**src/rtl/tcap_pkg.sv**
```systemverilog
package tcap_pkg;
  typedef enum logic [1:0] {
    EDGE_NONE = 2'd0,
    EDGE_RISE = 2'd1,
    EDGE_FALL = 2'd2,
    EDGE_BOTH = 2'd3
  } edgeSel_e;

  typedef struct packed {
    logic     rcTrigEn;
    logic     extSelB;
    edgeSel_e extEdge;
    edgeSel_e ldBSel;
    edgeSel_e ldASel;
  } cfg_t;

  typedef struct packed {
    logic clrCnt;
    logic incCnt;
    logic loadA;
    logic loadB;
  } dpStrobe_t;

  function automatic logic edgeHit(edgeSel_e sel, logic rise, logic fall);
    case (sel)
      EDGE_RISE: edgeHit = rise;
      EDGE_FALL: edgeHit = fall;
      EDGE_BOTH: edgeHit = rise | fall;
      default:   edgeHit = 1'b0;
    endcase
  endfunction
endpackage

```
**src/rtl/tcap_edge.sv**
```systemverilog
module tcap_edge #(
  parameter int STAGES = 2
) (
  input  logic clk,
  input  logic rstN,
  input  logic din,
  output logic rise,
  output logic fall
);
  logic [STAGES-1:0] syncQ;
  logic              prevQ;

  always_ff @(posedge clk or negedge rstN) begin
    if (!rstN) begin
      syncQ <= '0;
      prevQ <= 1'b0;
    end else begin
      syncQ <= {syncQ[STAGES-2:0], din};
      prevQ <= syncQ[STAGES-1];
    end
  end

  assign rise = syncQ[STAGES-1] & ~prevQ;
  assign fall = ~syncQ[STAGES-1] & prevQ;

  AST_EDGE_EXCL: assert property (@(posedge clk) disable iff (!rstN)
    !(rise && fall));
endmodule

```
**src/rtl/tcap_datapath.sv**
```systemverilog
module tcap_datapath
  import tcap_pkg::*;
#(
  parameter int CNT_W = 16
) (
  input  logic             clk,
  input  logic             rstN,
  input  logic             cntEn,
  input  dpStrobe_t        strb,
  input  logic [CNT_W-1:0] rcVal,
  output logic [CNT_W-1:0] count,
  output logic [CNT_W-1:0] capA,
  output logic [CNT_W-1:0] capB,
  output logic             rcHit,
  output logic             atMax
);
  always_ff @(posedge clk or negedge rstN) begin
    if (!rstN) begin
      count <= '0;
    end else if (strb.clrCnt) begin
      count <= '0;
    end else if (strb.incCnt) begin
      count <= count + 1'b1;
    end
  end

  always_ff @(posedge clk or negedge rstN) begin
    if (!rstN) begin
      capA <= '0;
      capB <= '0;
    end else begin
      if (strb.loadA) capA <= count;
      if (strb.loadB) capB <= count;
    end
  end

  assign rcHit = (count == rcVal);
  assign atMax = &count;

  AST_NO_TICK_HOLD: assert property (@(posedge clk) disable iff (!rstN)
    !cntEn |=> $stable(count));
  AST_TRIG_ZERO: assert property (@(posedge clk) disable iff (!rstN)
    strb.clrCnt |=> (count == '0));
  AST_CAPA_HOLD: assert property (@(posedge clk) disable iff (!rstN)
    !strb.loadA |=> $stable(capA));
  AST_CAPB_HOLD: assert property (@(posedge clk) disable iff (!rstN)
    !strb.loadB |=> $stable(capB));
endmodule

```
**src/rtl/tcap_ctrl.sv**
```systemverilog
module tcap_ctrl
  import tcap_pkg::*;
#(
  parameter int CNT_W = 16
) (
  input  logic             clk,
  input  logic             rstN,
  input  logic             cntEn,
  input  logic             syncIn,
  input  logic             wrEn,
  input  logic [1:0]       wrAddr,
  input  logic [CNT_W-1:0] wrData,
  input  logic             rdA,
  input  logic             rdB,
  input  logic             rdStat,
  input  logic             riseA,
  input  logic             fallA,
  input  logic             riseB,
  input  logic             fallB,
  input  logic             rcHit,
  input  logic             atMax,
  output dpStrobe_t        strb,
  output logic [CNT_W-1:0] rcVal,
  output logic             lovrFlag,
  output logic             ovfFlag,
  output logic             cpcFlag,
  output logic             unreadA,
  output logic             unreadB
);
  localparam int CFG_W = $bits(cfg_t);

  cfg_t cfg;
  logic runQ, pendQ, aArmed, bArmed;
  logic swTrig, extHit, trigNow, trigAll, apply, wrap;
  logic evA, evB, loadA, loadB;

  always_ff @(posedge clk or negedge rstN) begin
    if (!rstN) begin
      cfg   <= '0;
      rcVal <= '1;
    end else if (wrEn) begin
      if (wrAddr == 2'd0) cfg   <= cfg_t'(wrData[CFG_W-1:0]);
      if (wrAddr == 2'd2) rcVal <= wrData;
    end
  end

  assign swTrig  = wrEn && (wrAddr == 2'd1) && wrData[0];
  assign extHit  = cfg.extSelB ? edgeHit(cfg.extEdge, riseB, fallB)
                               : edgeHit(cfg.extEdge, riseA, fallA);
  assign trigNow = swTrig | syncIn | extHit | (cfg.rcTrigEn & rcHit & runQ);
  assign trigAll = pendQ | trigNow;
  assign apply   = cntEn & trigAll;
  assign wrap    = strb.incCnt & atMax;

  assign evA   = edgeHit(cfg.ldASel, riseA, fallA);
  assign evB   = edgeHit(cfg.ldBSel, riseA, fallA);
  assign loadA = evA & aArmed;
  assign loadB = evB & bArmed & ~loadA;

  always_comb begin
    strb.clrCnt = apply;
    strb.incCnt = cntEn & runQ & ~apply;
    strb.loadA  = loadA;
    strb.loadB  = loadB;
  end

  always_ff @(posedge clk or negedge rstN) begin
    if (!rstN) begin
      runQ  <= 1'b0;
      pendQ <= 1'b0;
    end else begin
      runQ  <= runQ | apply;
      pendQ <= apply ? 1'b0 : trigAll;
    end
  end

  always_ff @(posedge clk or negedge rstN) begin
    if (!rstN) begin
      aArmed <= 1'b1;
      bArmed <= 1'b0;
    end else if (apply) begin
      aArmed <= 1'b1;
      bArmed <= 1'b0;
    end else if (loadA) begin
      aArmed <= 1'b0;
      bArmed <= 1'b1;
    end else if (loadB) begin
      aArmed <= 1'b1;
      bArmed <= 1'b0;
    end
  end

  always_ff @(posedge clk or negedge rstN) begin
    if (!rstN) begin
      unreadA <= 1'b0;
      unreadB <= 1'b0;
    end else begin
      if (loadA)    unreadA <= 1'b1;
      else if (rdA) unreadA <= 1'b0;
      if (loadB)    unreadB <= 1'b1;
      else if (rdB) unreadB <= 1'b0;
    end
  end

  always_ff @(posedge clk or negedge rstN) begin
    if (!rstN) begin
      lovrFlag <= 1'b0;
      ovfFlag  <= 1'b0;
      cpcFlag  <= 1'b0;
    end else begin
      if ((loadA & unreadA) | (loadB & unreadB)) lovrFlag <= 1'b1;
      else if (rdStat)                           lovrFlag <= 1'b0;
      if (wrap)        ovfFlag <= 1'b1;
      else if (rdStat) ovfFlag <= 1'b0;
      if (runQ & rcHit) cpcFlag <= 1'b1;
      else if (rdStat)  cpcFlag <= 1'b0;
    end
  end

  AST_ONE_LOAD: assert property (@(posedge clk) disable iff (!rstN)
    !(strb.loadA && strb.loadB));
  AST_ARM_TOGGLE: assert property (@(posedge clk) disable iff (!rstN)
    (strb.loadA && !apply) |=> (bArmed && !aArmed));
  AST_OVR_STICKY: assert property (@(posedge clk) disable iff (!rstN)
    (lovrFlag && !rdStat) |=> lovrFlag);
  AST_WRAP_FLAG: assert property (@(posedge clk) disable iff (!rstN)
    wrap |=> ovfFlag);
  AST_STOPPED_NO_INC: assert property (@(posedge clk) disable iff (!rstN)
    !runQ |-> !strb.incCnt);
endmodule

```
**src/rtl/tcap_channel.sv**
```systemverilog
module tcap_channel
  import tcap_pkg::*;
#(
  parameter int CNT_W       = 16,
  parameter int SYNC_STAGES = 2
) (
  input  logic             clk,
  input  logic             rstN,
  input  logic             cntEn,
  input  logic             tioA,
  input  logic             tioB,
  input  logic             syncIn,
  input  logic             wrEn,
  input  logic [1:0]       wrAddr,
  input  logic [CNT_W-1:0] wrData,
  input  logic             rdA,
  input  logic             rdB,
  input  logic             rdStat,
  output logic [CNT_W-1:0] count,
  output logic [CNT_W-1:0] capA,
  output logic [CNT_W-1:0] capB,
  output logic             lovrFlag,
  output logic             ovfFlag,
  output logic             cpcFlag,
  output logic             unreadA,
  output logic             unreadB
);
  localparam int N_IN = 2;

  logic [N_IN-1:0] tioVec, riseVec, fallVec;
  dpStrobe_t       strb;
  logic [CNT_W-1:0] rcVal;
  logic            rcHit, atMax;

  assign tioVec = {tioB, tioA};

  for (genvar g = 0; g < N_IN; g++) begin : g_edge
    tcap_edge #(.STAGES(SYNC_STAGES)) u_edge (
      .clk (clk),
      .rstN(rstN),
      .din (tioVec[g]),
      .rise(riseVec[g]),
      .fall(fallVec[g])
    );
  end

  tcap_ctrl #(.CNT_W(CNT_W)) u_ctrl (
    .clk     (clk),
    .rstN    (rstN),
    .cntEn   (cntEn),
    .syncIn  (syncIn),
    .wrEn    (wrEn),
    .wrAddr  (wrAddr),
    .wrData  (wrData),
    .rdA     (rdA),
    .rdB     (rdB),
    .rdStat  (rdStat),
    .riseA   (riseVec[0]),
    .fallA   (fallVec[0]),
    .riseB   (riseVec[1]),
    .fallB   (fallVec[1]),
    .rcHit   (rcHit),
    .atMax   (atMax),
    .strb    (strb),
    .rcVal   (rcVal),
    .lovrFlag(lovrFlag),
    .ovfFlag (ovfFlag),
    .cpcFlag (cpcFlag),
    .unreadA (unreadA),
    .unreadB (unreadB)
  );

  tcap_datapath #(.CNT_W(CNT_W)) u_dp (
    .clk  (clk),
    .rstN (rstN),
    .cntEn(cntEn),
    .strb (strb),
    .rcVal(rcVal),
    .count(count),
    .capA (capA),
    .capB (capB),
    .rcHit(rcHit),
    .atMax(atMax)
  );
endmodule

```
**config.mk**
```make
export PLATFORM = sky130hd
export DESIGN_NAME = tcap_channel
export DESIGN_NICKNAME = d
export VERILOG_FILES = /design/src/rtl/tcap_pkg.sv /design/src/rtl/tcap_edge.sv /design/src/rtl/tcap_datapath.sv /design/src/rtl/tcap_ctrl.sv /design/src/rtl/tcap_channel.sv
export SDC_FILE = /design/constraint.sdc
export NUM_CORES = 1
export LEC_CHECK = 0
export BUFFER_PORTS_ARGS = -buffer_cell sky130_fd_sc_hd__buf_2
export CAP_MARGIN = 40
export CORE_AREA = 3 3 92 94
export CTS_CLUSTER_SIZE = 25
export DETAILED_ROUTE_END_ITERATION = 8
export DIE_AREA = 0 0 95 97
export HOLD_SLACK_MARGIN = 0.1
export PLACE_DENSITY = 0.73
export SKIP_CTS_REPAIR_TIMING = 1
export SLEW_MARGIN = 20
export SYNTH_ARGS = -nofsm -noshare
export SYNTH_HDL_FRONTEND = slang
export SYNTH_SLANG_ARGS = --single-unit
export TNS_END_PERCENT = 100
```
**constraint.sdc**
```tcl
create_clock -name clk -period 3.8 [get_ports clk]
set_input_delay 0.19 -clock clk [delete_from_list [all_inputs] [get_ports clk]]
set_output_delay 0.19 -clock clk [all_outputs]
set_load 0.01 [all_outputs]
```
==> flow_summary_export.csv, run 1 <==
group,metric,value,unit
synth,syn-num-nets,336,
pwr,leakagePower,2.28,nW
synth,yosys.area_share.simple,0.0915,
global_routing,antenna_found_initial,0,
synth,synth_area,3870,um^2
worst_setup_path,worst_setup_path_end_kind,"flop",
placement,dp_slack,1.39,ns
synth,synth_xor_area_frac,0.0588,
routing,routed-via-count,2649,
pwr,p_per_area,452,nW/um^2
die,die_w,95,um
synth,muxShareOfSynthArea,0.168,
placement,gp_congestion,0.811,
clock_network,worstSkewPairLatency,0.36,ns
synth,synth_cell_type_count,42,
routing,drtIter0Drc,111,
sta,rsz0062_at_grt,"no",
cells_and_area,nets,433,
worst_hold_path,hold_class,"input port to flop",
die,std_cell_rows,32,
global_routing,grt_pass1_wl,13200,um
die,core_area,7730,um^2
synth,synthCells,303,
synth,seq_area_frac_synth,0.568,
sta,final-hold-violation-count,0,
pwr,total_power,2.15,mW
global_routing,track_usage,0.186,
placement,io_buffer_count,80,
synth,synth_edf_count,0,
sta,drv_slew,0,
worst_setup_path,cp_max_fo,21,
placement,dp_hpwl,5700,um
sta,tns,0,ns
routing,drt_first_pass_iters,4,
cells_and_area,diodes,0,
synth,ys_warn_count,0,
clock_network,cts.sinks,87,
worst_setup_path,start_kind,"flop",
sta,slew_headroom,0.473,
clock_network,clockRootBuffer,"clkbuf_8",
cells_and_area,drive_gt1_frac,0.430,
cells_and_area,area_delta_synth_final,23.1,%
cells_and_area,final_area,4770,um^2
worst_setup_path,cp_data_required_time,4.04,ns
sta,clock.fmax,0.415,GHz
routing,routedWlPerCell,15.6,um
job,max-cap-violations,0,
worst_setup_path,arrival,2.65,ns
placement,placed_area,4380,um^2
synth,syn_avg_cell_area,12.8,um^2
synth,synth-seq-cells,87,
clock_network,numCtsBuffers,9,
clock_network,htree_levels,3,
sta,period_minus_slack,2.41,ns
synth,synth_area_leaders,"dfrtp_1 45%, mux2_2 16%, dfstp_2 12%, xnor2_1 5.2%, a21oi_1 2.1%",
routing,wl,7900,um
sta,final-setup-viol-count,0,
sta,fin_crit_sh,0.635,
worst_setup_path,regToRegSetupSlack,1.39,ns
synth,synth_top_area_cell,"dfrtp_1",
die,fp.dieArea,9220,um^2
global_routing,grt_pass1_vias,2620,
global_routing,grt_max_degree,52,
pwr,ir_drop,302,uV
die,initial_utilization,0.501,
routing,drc,0,
synth,synth_top_family_by_area,"multiplexers",
routing,detail_route.vias_per_cell,5.22,
clock_network,path_clk_slew,0.08,ns
clock_network,clockBufferDepth,2,
synth,async_reset_ff_frac,1.00,
sta,clock_skew,0.0140,ns
routing,ant_nets,0,
clock_network,cts_tree,"built",
synth,synthAdderAreaFrac,0.0162,
worst_setup_path,critical_path_class,"flop to flop",
die,boundaryPins,81,
synth,synth-main-ff-cell,"dfrtp_1",
synth,synth_compound_area_frac,0.0614,
synth,synth_top_area_share,0.453,
status,outcome,"completed",
die,dieHeight,97,um
sta,tightest_slew,0.788,ns
sta,setup_slack,1.39,ns
global_routing,overflow,0,
-- stage by stage --
step	cells	utilization	hold WS [ns]
after floorplan	303	-	-0.106
after global placement	474	0.561	0.299
after detailed placement	476	0.567	0.185
after CTS	492	0.597	-0.195
after global routing	507	0.617	0.110
final	507	0.617	0.0974
-- state kept, by name, indices dropped and copies added, names as in the netlist, 2 cells and up --
name	count
u_dp.count	16
u_ctrl.cfg	8
u_ctrl.rcVal	16
g_edge.u_edge.syncQ	4
u_dp.capA	16
g_edge.u_edge.prevQ	2
u_dp.capB	16
-- final timing paths --
check                                     startpoint  cells after the start                         to
min                                        wrData[7]                      3              u_ctrl.cfg[7]
max reg2reg                g_edge[0].u_edge.syncQ[1]                      8               u_dp.capB[6]
max in group asynchronous                       rstN                      3              u_dp.capA[14]
max                        g_edge[0].u_edge.syncQ[1]                      8               u_dp.capB[6]
min in group asynchronous                       rstN                      2               u_dp.capA[0]
min reg2reg                g_edge[0].u_edge.syncQ[0]                      0  g_edge[0].u_edge.syncQ[1]
-- cell families after synthesis --
group	after synthesis
fa+ha+maj	5
flops	87
simple gates	59
buf+inv	29
compound gates	39
mux	58
xor+xnor	26
-- critical path: stages, from the launching register on --
cell and delay [ns]:
dfrtp_1 0.41, ha_1 0.31, nor2b_1 0.11, o21ai_0 0.11, a21boi_2 0.13, buf_4 0.29, nand2b_1 0.39, buf_8 0.21
mux2_2 0.34
-- layout by cell type, fill, tap and decap left out, types with 2 or more instances in the layout --
master / netlist / layout
nor2_1: 8 / 8
xor2_1: 3 / 3
nor3_1: 6 / 6
nand2_1: 8 / 8
mux2i_1: 2 / 2
buf_2: 3 / 79
nand2b_1: 3 / 3
o21ai_0: 8 / 8
ha_1: 5 / 5
a21oi_1: 16 / 16
mux2_2: 55 / 55
nand4_1: 4 / 4
nand3b_1: 3 / 3
buf_4: 0 / 2
nor2b_1: 8 / 8
nor3b_1: 2 / 2
clkinv_2: 0 / 2
a21boi_0: 3 / 2
a21o_1: 3 / 3
dfstp_2: 17 / 17
dfrtp_1: 70 / 70
nor4_1: 3 / 3
clkbuf_8: 0 / 9
inv_1: 17 / 17
o22ai_1: 3 / 3
bufinv_16: 0 / 3
o2bb2ai_1: 2 / 2
xnor2_1: 23 / 23
dlygate4sd3_1: 0 / 15
nand3_1: 5 / 5
-- Yosys cell counts (all sizes together), types with 4 or more instances --
master	instances
a21oi	16
buf	6
clkbuf	6
dfrtp	70
dfstp	17
ha	5
inv	17
mux2	56
nand2	8
nand3	5
nand4	4
nor2	8
nor2b	8
nor3	6
nor4	4
o21ai	8
xnor2	23
-- metal layers --
metal | vias up | global-route usage | routed length (um)
met1 | 1316 | 0.256 | 3550
met5 | - | 0 | 0
met3 | 20 | 0.0373 | 328
met4 | 0 | 0.0844 | 241
met2 | 62 | 0.283 | 3780
li1 | 1251 | - | -
-- final cells by class --
type	instances	area, um^2
Clock buffer	10	128
Clock inverter	6	109
Fill cell	634	2960
Inverter	17	63.8
Multi-Input combinational cell	187	1540
Sequential cell	87	2200
Tap cell	102	128
Timing Repair Buffer	98	603
-- power by group --
group	internal [mW]	switching, mW	total [mW]
sequential	1.03	0.0642	1.10
clock	0.436	0.317	0.752
combinational	0.160	0.144	0.304
Note: power is estimated with default switching activity, not from simulation.
==> inputs of run 2 (changes only) <==
--- a/config.mk
+++ b/config.mk
@@ -7,12 +7,12 @@
 export LEC_CHECK = 0
 export BUFFER_PORTS_ARGS = -buffer_cell sky130_fd_sc_hd__buf_2
 export CAP_MARGIN = 40
-export CORE_AREA = 3 3 92 94
+export CORE_AREA = 3 3 93 95
 export CTS_CLUSTER_SIZE = 25
 export DETAILED_ROUTE_END_ITERATION = 8
-export DIE_AREA = 0 0 95 97
+export DIE_AREA = 0 0 96 98
 export HOLD_SLACK_MARGIN = 0.1
-export PLACE_DENSITY = 0.73
+export PLACE_DENSITY = 0.75
 export SKIP_CTS_REPAIR_TIMING = 1
 export SLEW_MARGIN = 20
 export SYNTH_ARGS = -nofsm -noshare
==> constraint.sdc (replaced) <==
create_clock -name clk -period 2.15 [get_ports clk]
set_input_delay 0.1075 -clock clk [delete_from_list [all_inputs] [get_ports clk]]
set_output_delay 0.1075 -clock clk [all_outputs]
set_load 0.01 [all_outputs]
==> flow_summary_export.csv, run 2 (synthesis results as in run 1) <==
group,metric,value,unit
sta,final-setup-viol-count,0,
global_routing,track_usage,0.192,
worst_setup_path,cp_data_required_time,2.40,ns
worst_setup_path,cpPeakStageDelay,0.38,ns
global_routing,overflow,0,
clock_network,numCtsBuffers,9,
cells_and_area,final_area,4950,um^2
cells_and_area,nFillCells,617,
global_routing,grt_max_degree,40,
sta,slew_headroom,0.520,
sta,final-hold-violation-count,0,
worst_setup_path,critical_path_class,"flop to flop",
routing,wl,8420,um
cells_and_area,nets,450,
worst_hold_path,hold_class,"input port to flop",
routing,detail_route.vias_per_cell,5.21,
worst_setup_path,cp_slowest_cell,"dfrtp_1",
worst_setup_path,cp_cell_sequence,"inv_1 -> ha_1 -> nor2b_1 -> o21ai_0 -> a21boi_0 -> nand2b_1 -> buf_12 -> mux2_2",
worst_setup_path,start_kind,"flop",
clock_network,cts_tree,"built",
die,std_cell_rows,32,
status,outcome,"completed",
global_routing,grt_pass1_wl,13900,um
die,fp.dieArea,9410,um^2
sta,clock_skew,0.00976,ns
sta,rsz0062_at_grt,"no",
placement,placed_area,4460,um^2
global_routing,grt_pass1_vias,2730,
die,dieHeight,98,um
placement,gp_congestion,0.821,
sta,tightest_slew,0.717,ns
sta,drv_slew,0,
clock_network,clockBufferDepth,2,
worst_setup_path,worst_setup_path_end_kind,"flop",
pwr,ir_drop,506,uV
clock_network,path_clk_slew,0.09,ns
die,core_area,7810,um^2
sta,fin_crit_sh,0.962,
sta,period_minus_slack,2.07,ns
pwr,leakagePower,2.38,nW
die,boundaryPins,81,
cells_and_area,mostFrequentLayoutCells,"79 x buf_2, 70 x dfrtp_1, 55 x mux2_2",
placement,dp_hpwl,6260,um
cells_and_area,final_common_cell,"buf_2",
routing,drtIter0Drc,140,
die,initial_utilization,0.496,
sta,tns,0,ns
clock_network,worstSkewPairLatency,0.36,ns
cells_and_area,drive_gt1_frac,0.436,
routing,routedWlPerCell,16.1,um
cells_and_area,area_delta_synth_final,28.0,%
worst_setup_path,cp_max_fo,14,
pwr,p_per_area,811,nW/um^2
worst_setup_path,arrival,2.32,ns
clock_network,htree_levels,3,
die,die_w,96,um
clock_network,cts.sinks,87,
clock_network,clockRootBuffer,"clkbuf_8",
placement,io_buffer_count,80,
routing,routed-via-count,2732,
global_routing,antenna_found_initial,0,
routing,drc,0,
job,max-cap-violations,0,
cells_and_area,diodes,0,
sta,clock.fmax,0.484,GHz
routing,ant_nets,0,
routing,drt_first_pass_iters,5,
==> run 2: changes by cell type in the layout (fill, tap and decap cells not counted) <==
cell	delta
buf_16	-1
clkbuf_8	+1
buf_8	-1
buf_4	+9
dlygate4sd3_1	+7
clkinv_2	-2
bufinv_16	+1
buf_12	+3
==> run 2: power by group <==
group / internal, mW / switching, mW
Combinational: 0.309 / 0.265
Clock: 0.924 / 0.579
Sequential: 1.83 / 0.112
==> run 2: through the flow <==
step	utilization	power (mW)	hold WS [ns]	std cells	setup slack (ns)
after floorplan	-	2.29	-0.188	303	0.119
after global routing	0.635	4.19	0.148	524	0.00346
after global placement	0.572	2.50	0.0759	486	0.226
final	0.635	4.02	0.142	524	0.0818
after detailed placement	0.572	2.52	0.0767	486	0.124
after CTS	0.606	4.02	-0.313	502	0.110
==> run 2: path summary, 6_finish.rpt <==
check / from / end / slack (ns) / cells after the start
min in group asynchronous: rstN / g_edge[1].u_edge.syncQ[1] / 0.23 / 2
hold reg to reg: g_edge[1].u_edge.syncQ[0] / g_edge[1].u_edge.syncQ[1] / 0.35 / 0
hold / removal: cntEn / u_ctrl.pendQ / 0.14 / 2
setup reg to reg: g_edge[0].u_edge.prevQ / u_dp.capB[6] / 0.08 / 8
max in group asynchronous: rstN / u_ctrl.aArmed / 1.27 / 3
setup / recovery: g_edge[0].u_edge.prevQ / u_dp.capB[6] / 0.08 / 8
==> run 2: routing by layer <==
layer  vias up  wire (um)  global-route usage
li1       1282          -                   -
met1      1353       3520               0.260
met2        81       4240               0.296
met3        16        463              0.0378
met4         0        191              0.0875
met5         -          0                   0
==> run 2: layout make-up <==
cell class	count	area (um^2)	area share
sequential	87	2200	0.444
inverter	17	63.8	0.0129
clock inverter	5	129	0.0260
multi-input combinational	187	1540	0.310
clock buffer	11	141	0.0285
tap	102	128	0.0258
timing repair buffer	115	758	0.153
==> run 2: worst max-delay path: cells and delay by family, from the launching register on <==
kind,cells,cell delay [ns]
compound gates,2,0.42
fa+ha+maj,1,0.31
buf+inv,2,0.23
flops,1,0.38
mux,1,0.34
simple gates,2,0.27
